`config.mk`:
```
export PLATFORM = sky130hd
export DESIGN_NAME = alarm_status_reg
export DESIGN_NICKNAME = d
export VERILOG_FILES = /design/src/rtl/alarm_status_reg.sv
export SDC_FILE = /design/constraint.sdc
export NUM_CORES = 1
export LEC_CHECK = 0
export BUFFER_PORTS_ARGS = -buffer_cell sky130_fd_sc_hd__buf_2
export CORE_AREA = 10 10 47 49
export DETAILED_ROUTE_END_ITERATION = 8
export DIE_AREA = 0 0 57 59
export SYNTH_ARGS = -nofsm -noshare
export SYNTH_HDL_FRONTEND = slang
export SYNTH_SLANG_ARGS = --single-unit
```
`constraint.sdc`:
```
create_clock -name clk -period 1.35 [get_ports clk]
set_clock_uncertainty 0.1 [all_clocks]
set_input_delay 0.0675 -clock clk [delete_from_list [all_inputs] [get_ports clk]]
set_output_delay 0.0675 -clock clk [all_outputs]
set_load 0.02 [all_outputs]
```
`src/rtl/alarm_status_reg.sv`:
```
module alarm_status_reg #(
  parameter int ADDR_W    = 4,
  parameter int STAT_ADDR = 15
) (
  input  logic              clk,
  input  logic              rst_n,
  input  logic              alarm1_hit,
  input  logic              alarm2_hit,
  input  logic              osc_dead,
  input  logic              wr_en,
  input  logic [ADDR_W-1:0] wr_addr,
  input  logic [7:0]        wr_data,
  output logic [7:0]        status_q,
  output logic              a1_level,
  output logic              a2_level,
  output logic              osf_level
);
  localparam int A1_BIT  = 0;
  localparam int A2_BIT  = 1;
  localparam int OSF_BIT = 7;
  localparam logic [ADDR_W-1:0] HIT_ADDR = ADDR_W'(STAT_ADDR);

  logic wr_hit;
  logic a1_q, a2_q, osf_q;
  logic a1_clr, a2_clr, osf_clr;

  assign wr_hit  = wr_en && (wr_addr == HIT_ADDR);
  assign a1_clr  = wr_hit && !wr_data[A1_BIT];
  assign a2_clr  = wr_hit && !wr_data[A2_BIT];
  assign osf_clr = wr_hit && !wr_data[OSF_BIT];

  always_ff @(posedge clk or negedge rst_n) begin
    if (!rst_n) begin
      a1_q  <= 1'b0;
      a2_q  <= 1'b0;
      osf_q <= 1'b1;
    end else begin
      a1_q  <= alarm1_hit | (a1_q  & ~a1_clr);
      a2_q  <= alarm2_hit | (a2_q  & ~a2_clr);
      osf_q <= osc_dead   | (osf_q & ~osf_clr);
    end
  end

  assign status_q  = {osf_q, 5'b0, a2_q, a1_q};
  assign a1_level  = a1_q;
  assign a2_level  = a2_q;
  assign osf_level = osf_q;

  assert_a1_set_R3: assert property (@(posedge clk) disable iff (!rst_n)
    alarm1_hit |=> status_q[A1_BIT]);
  assert_a2_set_R4: assert property (@(posedge clk) disable iff (!rst_n)
    alarm2_hit |=> status_q[A2_BIT]);
  assert_no_write_set_R5: assert property (@(posedge clk) disable iff (!rst_n)
    (!alarm1_hit && !alarm2_hit && status_q[1:0] == 2'b00) |=> status_q[1:0] == 2'b00);
  assert_foreign_addr_R6: assert property (@(posedge clk) disable iff (!rst_n)
    (wr_en && wr_addr != HIT_ADDR && !alarm1_hit && !alarm2_hit && !osc_dead)
      |=> $stable(status_q));
  assert_osf_set_R7: assert property (@(posedge clk) disable iff (!rst_n)
    osc_dead |=> osf_level);
  assert_osf_hold_R8: assert property (@(posedge clk) disable iff (!rst_n)
    (osf_level && !(wr_en && wr_addr == HIT_ADDR && !wr_data[OSF_BIT])) |=> osf_level);
  assert_set_wins_R9: assert property (@(posedge clk) disable iff (!rst_n)
    (alarm1_hit && wr_en && wr_addr == HIT_ADDR && !wr_data[A1_BIT]) |=> a1_level);
endmodule

```
==> summary.txt <==
fillers - 164
most frequent cell after synthesis - buf_4
final period utilization - 80.22%
Hold Path Depth - 3
RSZ-0062 raised after global routing - false
critical path class - flip-flop to output port
leading area contributor after synthesis - buf_4
Diodes inserted - 0
multi-input logic area - 77.57 sq um
f_max - 923.4 MHz
Critical Path End Type - output port
largest net degree at the start of global routing - 4
FF/Latch Area - 76.32 sq um
register area share after synthesis - 38.36%
vias in the first global route - 222
Slowest-stage cell, CP - dfstp_2
Worst R2R Setup Slack - 0.48 ns
adder-cell share of the synthesized area - 0%
clk buf depth - 2
Simple-Gate Fraction of Synth Area - 20.13%
Post-DRT Antenna Nets - 0
VDD IR max - 169.2 uV
drt initial violations - 1
worst hold path type - input pin to flip-flop
final hold vios - 0
layout cells sized above 1 - 53.49%
CP Data Required Time - 1.18 ns
area grow syn2layout - 55.97%
die width - 57 um
critical path, cell by cell - buf_2
initial antenna violation count - 0
Starting Density - 14.20%
GR peak layer - met4
Core Box Area - 1401 sq um
first-pass GRT wire length - 903 um
Yosys reg bits - 3
top cell type's share of synthesized area - 30.19%
main combinational cell family by area after synthesis - buffers and inverters
Clock Tree Root - clkbuf_4
syn_area_per_cell - 8.650 sq um
number of synthesized flops with an enable pin - 0
Routed WL - 607 um
vias - 197
grt met3 use - 3.863%
CTS tree - built
Main synth FF type - dfrtp_1
area fraction in compound gates after synthesis - 9.434%
GRT Overall Usage - 3.720%
die height - 59 um
postcts setup bufs - 0
# resized after CTS - 0
WP data arrival - 0.92 ns
worst r2r path cells - 2
Crit path max-delay family - flip-flops
Slew Limit Fails - 0
fin crit period - 1.083 ns
mux contribution to synthesized area - 0%
Core Rows - 14
P_leak - 0.1468 nW
Fin Setup TNS - 0 ns
Synth area leaders - buf_4 (30%), dfrtp_1 (25%), dfstp_2 (13%)
clk sinks - 3
Post-Syn Area - 198.9 sq um
GPL Wtd Cong - 0.6760
crit path launch type - flip-flop
clock-pin slew on the worst setup and hold paths - 0.04 ns
routed length per instance - 10.29 um
DIE AREA - 3363 sq um
Post-CTS Hold Fix Bufs - 2
grt ovf - 0
htree depth - 1
Cell variety after synth - 8
Post-Synthesis Cells - 23
Pwr per Cell Area - 953.0 nW/um^2
port bufs - 18
CTS Buf Count - 3
post-synthesis async set-or-reset flop share - 100.0%
NumNets Final - 62
Min-Delay Startpoint - wr_data[7]
I/O pin count - 29
met1 Track Usage GR - 3.810%
top post-synthesis cells by count - buf_4 (8), nor2_1 (6), a31oi_1 (3), dfrtp_1 (2)
reg2reg end - osf_level
DRC - 0
First-pass DRT Iterations - 2
Worst-Skew Late Latency - 0.23 ns
Max-cap violations - 0
Vias/cell - 3.339
final core occ - 22.14%
hold endpoint - osf_level
CP Max Fanout - 3
Buf+Inv Stages, Crit Path - 1
status - completed
final setup fails - 0
Ys Warns - 0
Reg-to-Reg Start - osf_level
XOR/XNOR Fraction of Synth Area - 0%
M2 GR Usage - 3.256%
worst stage delay on the critical path - 0.52 ns
cell usage in the layout (no fill, tap or decap), drive strengths merged:
cell | synthesis | layout
buf | 8 | 18
nor2 | 6 | 6
conb | 1 | 5
clkbuf | 0 | 4
a31oi | 3 | 3
dfrtp | 2 | 2
dlygate4sd3 | 0 | 2
and2 | 1 | 1
and3 | 1 | 1
dfstp | 1 | 1
per-stage QoR:
stage | cell area (sq um) | hold WS (ns) | cells | total power, mW | worst slack [ns]
floorplan | 214.0 | -0.3281 | 27 | 0.1286 | 0.4155
global placement | 264.0 | -0.2373 | 53 | 0.1374 | 0.4859
detailed placement | 264.0 | -0.2364 | 53 | 0.1384 | 0.4792
CTS | 310.3 | 0.004229 | 59 | 0.3046 | 0.2480
global route | 310.3 | 0.01234 | 59 | 0.3178 | 0.2305
finish | 310.3 | 0.01144 | 59 | 0.2957 | 0.2670
sequential cells by signal, indices dropped and copies added, names as in the netlist:
signal / cells
a2_level: 1
osf_level: 1
a1_level: 1
cells by family after synthesis:
family	count (synthesis)
AND/OR/NAND/NOR	8
buffers and inverters	8
AO/OA/AOI/OAI	3
flip-flops	3
other	1
routing by layer:
metal / wire [um] / up-vias
met5: 0 / -
met4: 0 / 0
met3: 93 / 0
met2: 247 / 15
met1: 266 / 78
li1: - / 104
report_power, final:
part           total, mW  switching, mW  internal (mW)  leakage (nW)
clock              0.154         0.0433          0.111        0.0150
combinational     0.0491         0.0277         0.0214         0.104
sequential        0.0928       0.000786         0.0920        0.0282
worst max-delay path by stage:
stage / startpoint / endpoint / cells past startpoint
after floorplan: osf_level / osf_level / 2
after global placement: osf_level / osf_level / 2
after detailed placement: osf_level / osf_level / 2
after CTS: osf_level / status_q[7] / 1
after global routing: osf_level / status_q[7] / 1
final: osf_level / status_q[7] / 1
final cells by class:
cell class | count | area share [%]
well taps | 16 | 6.452
flip-flops and latches | 3 | 24.60
clock buffers | 4 | 8.468
repair buffers | 20 | 35.48
multi-input cells | 16 | 25.00
(Power assumes the default switching activity.)
